$ cat src/rtl/pwrx_pkg.sv
package pwrx_pkg;
  typedef enum logic [1:0] {
    RX_IDLE   = 2'd0,
    RX_FALL   = 2'd1,
    RX_SAMPLE = 2'd2,
    RX_RISE   = 2'd3
  } rx_state_e;
endpackage

$ cat src/rtl/pwrx_sync.sv
module pwrx_sync #(
  parameter int STAGES = 2
) (
  input  logic clk,
  input  logic rst_n,
  input  logic d_i,
  output logic q_o
);
  logic [STAGES-1:0] chain_q;

  // line idles high, so reset to 1
  always_ff @(posedge clk or negedge rst_n) begin
    if (!rst_n) chain_q <= '1;
    else        chain_q <= {chain_q[STAGES-2:0], d_i};
  end

  assign q_o = chain_q[STAGES-1];
endmodule

$ cat src/rtl/pwrx_timer.sv
module pwrx_timer #(
  parameter int W = 9
) (
  input  logic         clk,
  input  logic         rst_n,
  input  logic         clr_i,
  input  logic         en_i,
  output logic [W-1:0] cnt_o
);
  logic [W-1:0] cnt_d, cnt_q;

  always_comb begin
    cnt_d = cnt_q;
    if (clr_i)     cnt_d = '0;
    else if (en_i) cnt_d = cnt_q + W'(1);
  end

  always_ff @(posedge clk or negedge rst_n) begin
    if (!rst_n) cnt_q <= '0;
    else        cnt_q <= cnt_d;
  end

  assign cnt_o = cnt_q;
endmodule

$ cat src/rtl/pwrx_shift.sv
module pwrx_shift #(
  parameter int BITS = 8
) (
  input  logic            clk,
  input  logic            rst_n,
  input  logic            clr_i,
  input  logic            en_i,
  input  logic            bit_i,
  output logic [BITS-1:0] byte_o,
  output logic            last_o
);
  localparam int IDX_W = $clog2(BITS);

  logic [BITS-1:0]  sr_d, sr_q;
  logic [IDX_W-1:0] idx_d, idx_q;

  always_comb begin
    sr_d  = sr_q;
    idx_d = idx_q;
    if (clr_i) begin
      idx_d = '0;
    end else if (en_i) begin
      sr_d  = {sr_q[BITS-2:0], bit_i};
      idx_d = (idx_q == IDX_W'(BITS-1)) ? '0 : idx_q + IDX_W'(1);
    end
  end

  always_ff @(posedge clk or negedge rst_n) begin
    if (!rst_n) begin
      sr_q  <= '0;
      idx_q <= '0;
    end else begin
      sr_q  <= sr_d;
      idx_q <= idx_d;
    end
  end

  assign byte_o = sr_q;
  assign last_o = (idx_q == IDX_W'(BITS-1));
endmodule

$ cat src/rtl/pw_serial_rx.sv
module pw_serial_rx
  import pwrx_pkg::*;
#(
  parameter int CNT_W        = 8,
  parameter int FALL_TIMEOUT = 432,
  parameter int RISE_TIMEOUT = 432,
  parameter int SAMPLE_DLY   = 28
) (
  input  logic             clk,
  input  logic             rst_n,
  input  logic             start_i,
  input  logic [CNT_W-1:0] byte_cnt_i,
  input  logic             line_i,
  output logic [7:0]       data_o,
  output logic             data_vld_o,
  output logic             done_o,
  output logic [CNT_W-1:0] missing_o
);
  localparam int TMAX_A = (FALL_TIMEOUT > RISE_TIMEOUT) ? FALL_TIMEOUT : RISE_TIMEOUT;
  localparam int TMAX   = (TMAX_A > SAMPLE_DLY) ? TMAX_A : SAMPLE_DLY;
  localparam int TMR_W  = $clog2(TMAX + 1);

  rx_state_e        state_d, state_q;
  logic [CNT_W-1:0] remain_d, remain_q;
  logic [CNT_W-1:0] miss_d, miss_q;
  logic             vld_d, vld_q, done_d, done_q;
  logic             line_s;
  logic             tmr_clr, tmr_en;
  logic [TMR_W-1:0] tmr_q;
  logic             sh_clr, sh_en, sh_last;
  logic [7:0]       sh_byte;
  logic             busy;

  pwrx_sync #(.STAGES(2)) u_sync (
    .clk(clk), .rst_n(rst_n), .d_i(line_i), .q_o(line_s)
  );

  pwrx_timer #(.W(TMR_W)) u_timer (
    .clk(clk), .rst_n(rst_n), .clr_i(tmr_clr), .en_i(tmr_en), .cnt_o(tmr_q)
  );

  pwrx_shift #(.BITS(8)) u_shift (
    .clk(clk), .rst_n(rst_n), .clr_i(sh_clr), .en_i(sh_en),
    .bit_i(line_s), .byte_o(sh_byte), .last_o(sh_last)
  );

  logic fall_exp, rise_exp, smp_hit;
  assign fall_exp = (tmr_q == TMR_W'(FALL_TIMEOUT - 1));
  assign rise_exp = (tmr_q == TMR_W'(RISE_TIMEOUT - 1));
  assign smp_hit  = (tmr_q == TMR_W'(SAMPLE_DLY - 1));

  always_comb begin
    state_d  = state_q;
    remain_d = remain_q;
    miss_d   = miss_q;
    vld_d    = 1'b0;
    done_d   = 1'b0;
    tmr_clr  = 1'b0;
    tmr_en   = 1'b0;
    sh_clr   = 1'b0;
    sh_en    = 1'b0;
    unique case (state_q)
      RX_IDLE: begin
        tmr_clr = 1'b1;
        if (start_i) begin
          sh_clr = 1'b1;
          if (byte_cnt_i == '0) begin
            done_d = 1'b1;
            miss_d = '0;
          end else begin
            remain_d = byte_cnt_i;
            state_d  = RX_FALL;
          end
        end
      end
      RX_FALL: begin
        if (!line_s) begin
          tmr_clr = 1'b1;
          state_d = RX_SAMPLE;
        end else if (fall_exp) begin
          done_d  = 1'b1;
          miss_d  = remain_q;
          state_d = RX_IDLE;
        end else begin
          tmr_en = 1'b1;
        end
      end
      RX_SAMPLE: begin
        if (smp_hit) begin
          sh_en   = 1'b1;
          tmr_clr = 1'b1;
          state_d = RX_RISE;
          if (sh_last) begin
            vld_d    = 1'b1;
            remain_d = remain_q - CNT_W'(1);
            if (remain_q == CNT_W'(1)) begin
              done_d  = 1'b1;
              miss_d  = '0;
              state_d = RX_IDLE;
            end
          end
        end else begin
          tmr_en = 1'b1;
        end
      end
      RX_RISE: begin
        if (line_s) begin
          tmr_clr = 1'b1;
          state_d = RX_FALL;
        end else if (rise_exp) begin
          done_d  = 1'b1;
          miss_d  = remain_q;
          state_d = RX_IDLE;
        end else begin
          tmr_en = 1'b1;
        end
      end
      default: state_d = RX_IDLE;
    endcase
  end

  always_ff @(posedge clk or negedge rst_n) begin
    if (!rst_n) begin
      state_q  <= RX_IDLE;
      remain_q <= '0;
      miss_q   <= '0;
      vld_q    <= 1'b0;
      done_q   <= 1'b0;
    end else begin
      state_q  <= state_d;
      remain_q <= remain_d;
      miss_q   <= miss_d;
      vld_q    <= vld_d;
      done_q   <= done_d;
    end
  end

  assign busy       = (state_q != RX_IDLE);
  assign data_o     = sh_byte;
  assign data_vld_o = vld_q;
  assign done_o     = done_q;
  assign missing_o  = miss_q;
endmodule

$ cat config.mk
export PLATFORM = sky130hd
export DESIGN_NAME = pw_serial_rx
export DESIGN_NICKNAME = d
export VERILOG_FILES = /design/src/rtl/pwrx_pkg.sv /design/src/rtl/pwrx_sync.sv /design/src/rtl/pwrx_timer.sv /design/src/rtl/pwrx_shift.sv /design/src/rtl/pw_serial_rx.sv
export SDC_FILE = /design/constraint.sdc
export NUM_CORES = 1
export LEC_CHECK = 0
export BUFFER_PORTS_ARGS = -buffer_cell sky130_fd_sc_hd__buf_2
export CAP_MARGIN = 20
export CORE_MARGIN = 5
export CORE_UTILIZATION = 44
export CTS_CLUSTER_SIZE = 40
export DETAILED_ROUTE_END_ITERATION = 8
export GPL_TIMING_DRIVEN = 0
export PLACE_DENSITY = 0.61
export SETUP_SLACK_MARGIN = 0.5
export SYNTH_ARGS = -nofsm -noshare
export SYNTH_HDL_FRONTEND = slang
export SYNTH_SLANG_ARGS = --single-unit
$ cat constraint.sdc
create_clock -name clk -period 2 [get_ports clk]
set_input_delay 0.4 -clock clk [delete_from_list [all_inputs] [get_ports clk]]
set_output_delay 0.4 -clock clk [all_outputs]
set_load 0.01 [all_outputs]
==> qor.txt, run 1 <==
Chip Width: 81.1 um
Core Util, Final: 65.1%
Post-Place Cells: 320
Status: completed
Post-synth top flop: dfrtp_1
Total grt overflow: 0
CP max stage cell: dfrtp_1
Crit path cell chain: ha_4 > and4b_1 > and2_4 > nor2b_4 > buf_8 > buf_8 > mux2_4
Worst Path Arrival: 2000 ps
# diodes: 0
Maximum vdd ir drop: 0.786 mV
Final wirelength: 5710 um
Syn Std Cell Area: 2230 um2
Yosys top cell area share: 45.0%
Drt initial violations: 117
Port bufs: 29
Synth unique cells: 49
Initial Util: 46.2%
Initial antenna violation count: 0
DRT Pass-1 Iters: 5
Avg WL per Cell: 15.8 um
Worst EP required: 2190 ps
Worst Setup End Kind: flop
Pint: 2.17 mW
Vias in the first global route: 1,780
Leakage: 1.40 nW
Endpoints failing hold: 0
Maximum net fanout on the critical path: 8
Tmin final: 1810 ps
Sw power: 1.59 mW
Synth Register Bits: 42
Core area: 4820 um2
Clock slew at reported path FFs: 90 ps
RSZ-0062 raised after global routing: true
Slew Limit Headroom: 70.1%
Routed Antenna Nets: 0
Synth Warn #: 0
Critical path type: reg -> reg
Final worst-path cycle share: 90.5%
Layout cells sized above 1: 44.6%
Worst-Margin Slew: 445 ps
H-tree levels: 2
DIE AREA: 6580 um2
Dpl hpwl: 3340 um
Routability congestion estimate: 0.830
CTS tree: built
Sw Share: 42.2%
CP most frequent cell: buf_8
Clock power frac: 15.7%
Gate Count Post-Synth: 224
Post-Layout Cell Count: 361
Max frequency: 552 MHz
Clk root buf: clkbuf_8
Post-synth ARST share: 100%
Largest net degree at the start of global routing: 43
Post-Synth Simple-Gate Area: 21.8%
Slowest stage delay, CP: 400 ps
Synth Area in Compound Gates: 15.6%
Drt via density: 5.47
Clk sinks: 42
Cell family with most CP delay: simple AND/OR/NAND/NOR gates
Clock buffer count from CTS: 5
Max-Cap Viols: 0
Reg power frac: 34.7%
Largest family of logic cells by synthesized area: simple AND/OR/NAND/NOR gates
Seq/Total Area, Yosys: 47.3%
Combinational power share: 49.6%
Final nets: 310
Maximum clock path buffer count: 2
Multiplexer share of the synthesized area: 5.79%
Design area: 3130 um2
Final max-slew violation count: 0
Cell Pwr Density: 1200 nW/um2
First-pass GRT wire length: 8810 um
Final Setup Violations: 0
Adder and majority cell fraction of the synthesized area: 2.81%
Number of flops mapped to enable cells by yosys: 0
Buf+Inv Stages, Crit Path: 2
Worst setup SP type: flop
FP Rows: 25
Clock Latency Late Sink: 300 ps
Synth top area cells: dfrtp_1, o21ai_0, nand3_1
Chip height: 81.1 um
DRC: 0
Io pins: 30
Worst hold path class: in -> reg
Synthesized area per cell: 9.94 um2
Syn nets: 241
Setup Skew: 6.11 ps
Post-synth top area cell: dfrtp_1
GRT Total Usage: 17.5%
Via count: 1,975
XOR/XNOR share of the synthesized area: 2.75%
Placed cell areas: 2490 um2
Syn-to-layout area delta: 40.8%
timing repair:
item / CTS / global route
buffers inserted: 10 / 17
pin swaps: 9 / 12
hold buffers: 0 / 1
gates resized for setup: 25 / 55
endpoints found under the setup margin: 40 / 40
hold endpoints to repair: 0 / 2
gates cloned: 3 / 1
layout by cell type, fill, tap and decap left out, types with 3 or more instances in the layout:
cell / n
a21oi_1: 10
a21oi_4: 4
and2_4: 3
buf_2: 31
buf_4: 19
buf_6: 13
clkbuf_8: 6
dfrtp_1: 39
inv_1: 7
mux2_4: 9
nand2_1: 19
nand2_2: 3
nand3_1: 18
nand4_1: 9
nor2_1: 12
nor3_1: 4
nor4_2: 3
o211ai_1: 4
o21ai_0: 5
o21ai_1: 8
o21ai_2: 7
xnor2_1: 4
xor2_1: 3
synthesized netlist by cell type (all sizes together) (5+ instances only):
library cell	n
dfrtp	40
nand2	24
o21ai	20
nand3	19
a21oi	14
nor2	14
mux2	9
nand4	9
buf	8
inv	7
ha	5
nor4	5
o211ai	5
cell type report:
type	instances	area, um2
inverters	7	26.3
flip-flops and latches	42	1050
clock buffers	6	82.6
multi-input cells	167	1330
repair buffers	60	450
well taps	67	83.8
clock inverters	2	12.5
plain buffers	10	90.1
fillers	410	1680
per-stage QoR:
stage          setup slack (ps)  hold slack [ps]  total power, mW  setup TNS (ps)
2_1_floorplan               268              104             2.30               0
3_3_place_gp              -13.2              346             2.67           -56.6
3_5_place_dp              -32.7              358             2.69            -180
6_report                    190              189             3.76               0
4_1_cts                     213              181             3.41               0
5_1_grt                     108              178             4.01               0
routing by layer:
| metal | vias to the layer above | routed length [um] | part of all wire (%) | GRT usage (%) |
|---|---|---|---|---|
| met5 | - | 0 | 0 | 0 |
| met4 | 0 | 83 | 1.5 | 7.77 |
| met3 | 11 | 231 | 4.0 | 2.66 |
| met2 | 52 | 2740 | 48 | 26.9 |
| met1 | 950 | 2660 | 47 | 24.3 |
| li1 | 962 | - | - | - |
cell families after synthesis:
logic type | count (synthesis)
muxes | 11
buffers and inverters | 17
AOI/OAI and AO/OA | 52
DFF | 42
adders and majority gates | 5
xor gates and xnor gates | 7
and+or+nand+nor | 90
registers in the layout (all words and copies together) (netlist names), 2 cells and up:
name and flops:
missing_o 8, remain_q 8, state_q 2, u_shift.byte_o 8
u_shift.idx_q 3, u_sync.chain_q 2, u_timer.cnt_o 9
power groups by stage:
stage                     Combinational [mW]  Sequential, mW  Clock, mW
final                                   1.86            1.31      0.591
after floorplan                         1.03            1.27          0
after detailed placement                1.41            1.28          0
after CTS                               1.53            1.27      0.606
after global placement                  1.39            1.28          0
after global routing                    2.05            1.33      0.635
path summary, 6_finish.rpt:
path | from | end | slack, ps | cells past startpoint
setup / recovery | u_timer.cnt_o[1] | u_shift.byte_o[1] | 190 | 7
hold / removal | line_i | u_sync.chain_q[0] | 190 | 1
setup reg to reg | u_timer.cnt_o[1] | u_shift.byte_o[1] | 190 | 7
hold reg to reg | u_sync.chain_q[0] | u_sync.chain_q[1] | 370 | 0
max in group asynchronous | rst_n | u_sync.chain_q[1] | 1100 | 3
min in group asynchronous | rst_n | missing_o[4] | 430 | 2
No activity file was read; power rests on OpenSTA's default activity.
==> run 2, diff against run 1 <==
--- a/config.mk
+++ b/config.mk
@@ -5,6 +5,7 @@
 export SDC_FILE = /design/constraint.sdc
 export NUM_CORES = 1
 export LEC_CHECK = 0
+export ABC_AREA = 1
 export BUFFER_PORTS_ARGS = -buffer_cell sky130_fd_sc_hd__buf_2
 export CAP_MARGIN = 20
 export CORE_MARGIN = 5
@@ -12,7 +13,7 @@
 export CTS_CLUSTER_SIZE = 40
 export DETAILED_ROUTE_END_ITERATION = 8
 export GPL_TIMING_DRIVEN = 0
-export PLACE_DENSITY = 0.61
+export PLACE_DENSITY = 0.6
 export SETUP_SLACK_MARGIN = 0.5
 export SYNTH_ARGS = -nofsm -noshare
 export SYNTH_HDL_FRONTEND = slang
==> constraint.sdc (replaced) <==
create_clock -name clk -period 2 [get_ports clk]
set_input_delay 0.6 -clock clk [delete_from_list [all_inputs] [get_ports clk]]
set_output_delay 0.6 -clock clk [all_outputs]
set_load 0.01 [all_outputs]
==> qor.txt, run 2 <==
Status: completed
Worst R2R Start: u_timer.cnt_o[1]
Hold path depth: 0 (-1)
Final Setup Violations: 0 (unchanged)
Critical path type: reg -> reg
Layout cells sized above 1: 32.5% (-12 points)
Final max-slew violation count: 0 (unchanged)
Avg WL per Cell: 12.3 um (-22%)
CP startpoint: u_timer.cnt_o[1]
Vias in the first global route: 2,013 (+13%)
CP most frequent cell: nand2_1
# diodes: 0 (unchanged)
Via count: 2,006 (+1.6%)
Final worst-path cycle share: 79.0% (-12 points)
Cell Pwr Density: 1410 nW/um2 (+18%)
Routability congestion estimate: 0.856 (+3.1%)
WHS Endpoint: u_sync.chain_q[1]
Max frequency: 633 MHz (+15%)
Clk sinks: 42 (unchanged)
Clock slew at reported path FFs: 90 ps (about the same)
Min-delay src: u_sync.chain_q[0]
Post-synth top flop: dfrtp_1
Worst slack, placed: 205 ps (+238 ps)
Worst-Margin Slew: 921 ps (+476 ps)
Buf+Inv Stages, Crit Path: 0 (-2)
Syn-to-layout area delta: 27.5%
Tmin final: 1580 ps (-230 ps)
Worst Setup End Kind: flop
Register area: 1060 um2 (+0.24%)
Gate Count Post-Synth: 303 (+35%)
H-tree levels: 2 (unchanged)
Largest net degree at the start of global routing: 43 (unchanged)
Pint: 2.41 mW (+11%)
Most frequent cells after synthesis: nand2_1, dfrtp_1, nand3_1, nor2_1, inv_1
Post-synth ARST share: 100% (unchanged)
DRC: 0 (unchanged)
Max FFs per register: 9 (unchanged)
CTS tree: built
Number of flops mapped to enable cells by yosys: 0 (unchanged)
Final wirelength: 5270 um (-7.7%)
RSZ-0062 raised after global routing: true
DIE AREA: 6870 um2 (+4.4%)
Synth Warn #: 0 (unchanged)
FILL cells: 544 (+33%)
Register-to-Register Path Depth: 10 (+3)
Slew Limit Headroom: 38.6% (-32 points)
Syn Std Cell Area: 2340 um2 (+5.1%)
Setup Skew: 6.71 ps (+0.594 ps)
Final nets: 373 (+20%)
Worst EP required: 2200 ps (about the same)
Syn nets: 320 (+33%)
Post-route setup TNS: 0 ps (unchanged)
Maximum clock path buffer count: 2 (unchanged)
Maximum net fanout on the critical path: 8 (unchanged)
Worst hold path class: reg -> reg
FP Rows: 26 (+4.0%)
GRT Total Usage: 15.7% (-1.8 points)
Max-Cap Viols: 0 (unchanged)
Io pins: 30 (unchanged)
Clk root buf: clkbuf_8
Setup ws final: 420 ps (+230 ps)
CP max stage cell: dfrtp_1
Post-synth top area cell: dfrtp_1
Clock buffer count from CTS: 5 (unchanged)
Sw power: 1.80 mW (+13%)
Maximum vdd ir drop: 0.571 mV (-27%)
Slowest stage delay, CP: 410 ps (about the same)
Worst setup SP type: flop
Core area: 5140 um2 (+6.7%)
Most frequent cells in the layout: nand2_1, dfrtp_1, buf_2
Crit path cell chain: ha_4 > nand2_2 > nor2_1 > nand2_1 > nor2_4 > nor2_2 > nor2_8 > nand2_4 > nand2_1 > nand2_1
Chip height: 82.9 um (+2.2%)
Cell family with most CP delay: simple AND/OR/NAND/NOR gates
Worst Path Arrival: 1780 ps (-220 ps)
Worst r2r dst: missing_o[5]
Synthesized area per cell: 7.72 um2 (-22%)
Reg2reg setup slack: 420 ps (+230 ps)
Seq/Total Area, Yosys: 45.1% (-2.3 points)
DRT Pass-1 Iters: 4 (-1)
Endpoints failing hold: 0 (unchanged)
Chip Width: 82.9 um (+2.2%)
Leakage: 1.59 nW (+13%)
Port bufs: 29 (unchanged)
Initial antenna violation count: 0 (unchanged)
Dpl hpwl: 3580 um (+7.4%)
Commonest non-fill, non-tap cell in the layout: nand2_1
Drt via density: 4.70 (-14%)
Initial Util: 45.5% (-0.71 points)
Yosys top cell area share: 42.8% (-2.2 points)
Sw Share: 42.7% (+0.45 points)
Synth Register Bits: 42 (unchanged)
# hold bufs at CTS: 0 (unchanged)
First-pass GRT wire length: 9020 um (+2.3%)
Synth top area cells: dfrtp_1, nand2_1, nand3_1
Reg power frac: 31.2% (-3.5 points)
Clock power frac: 19.5% (+3.8 points)
Area of the multi-input gates: 1260 um2 (-5.7%)
Routed Antenna Nets: 0 (unchanged)
Clock Latency Late Sink: 300 ps (about the same)
Combinational power share: 49.4% (-0.2 points)
Drt initial violations: 95 (-19%)
Total grt overflow: 0 (unchanged)
Synth unique cells: 30 (-39%)
Top-count cell post-synth: nand2_1
[run 2: cell types whose count changed after synthesis, sizes merged, moves of 5 or more]
cell | previous run | this run
o21ai | 20 | 9
nor4 | 5 | 0
mux2 | 9 | 0
nor2 | 14 | 33
nand4 | 9 | 3
nand3 | 19 | 30
a21oi | 14 | 9
inv | 7 | 34
nand2 | 24 | 120
[run 2: area by class of cell]
cell class,count,share of cell area (%)
multi-input combinational,223,42.2
sequential,42,35.5
timing repair buffer,45,9.15
inverter,34,4.45
tap,70,2.94
clock buffer,5,2.31
clock inverter,3,2.31
buffer,5,1.22
[run 2: per-layer routing]
metal  up-vias  part of all wire (%)  GRT usage, %  routed length (um)
li1       1058                     -             -                   -
met1       909                    47          20.4                2470
met2        33                    48          25.7                2540
met3         6                   3.5          3.66                 184
met4         0                   1.4          4.90                  72
met5         -                     0             0                   0
[run 2: per-stage QoR]
step	power [mW]	hold WS [ps]	area (um2)	cells	util, %
floorplan	2.59	304	2340	303	-
global placement	2.95	348	2570	402	50.0
detailed placement	2.98	349	2570	402	50.0
CTS	4.05	360	2840	419	55.2
global route	4.59	367	2980	427	58.0
finish	4.21	356	2980	427	58.0
[run 2: repair_timing]
item                       in CTS  in global routing
pin swaps                      14                 14
setup endpoints to repair      36                 35
gates resized for setup        13                 26
cloned                          1                  0
buffers inserted                8                  8
[run 2: worst max path at each step]
stage | end | slack (ps) | cells after the start
after global routing | missing_o[6] | 290 | 11
after detailed placement | missing_o[3] | 210 | 9
final | missing_o[5] | 420 | 10
after global placement | missing_o[1] | 230 | 9
after floorplan | missing_o[0] | 520 | 8
after CTS | missing_o[3] | 420 | 11
[run 2: cells by family after synthesis]
| logic type | after synthesis | share of synthesized area, % |
|---|---|---|
| AND/OR/NAND/NOR | 189 | 37.8 |
| flip-flops | 42 | 45.1 |
| XOR/XNOR | 7 | 2.62 |
| buffers and inverters | 39 | 7.01 |
| AO/OA/AOI/OAI | 21 | 4.87 |
| adder cells (fa/ha/maj) | 5 | 2.68 |
[run 2: power by group through the flow]
stage               Combinational, mW  Clock (mW)  Sequential [mW]
global route                     2.37       0.878             1.34
CTS                              1.93       0.837             1.29
detailed placement               1.67           0             1.31
global placement                 1.65           0             1.30
finish                           2.08       0.820             1.31
floorplan                        1.32           0             1.28
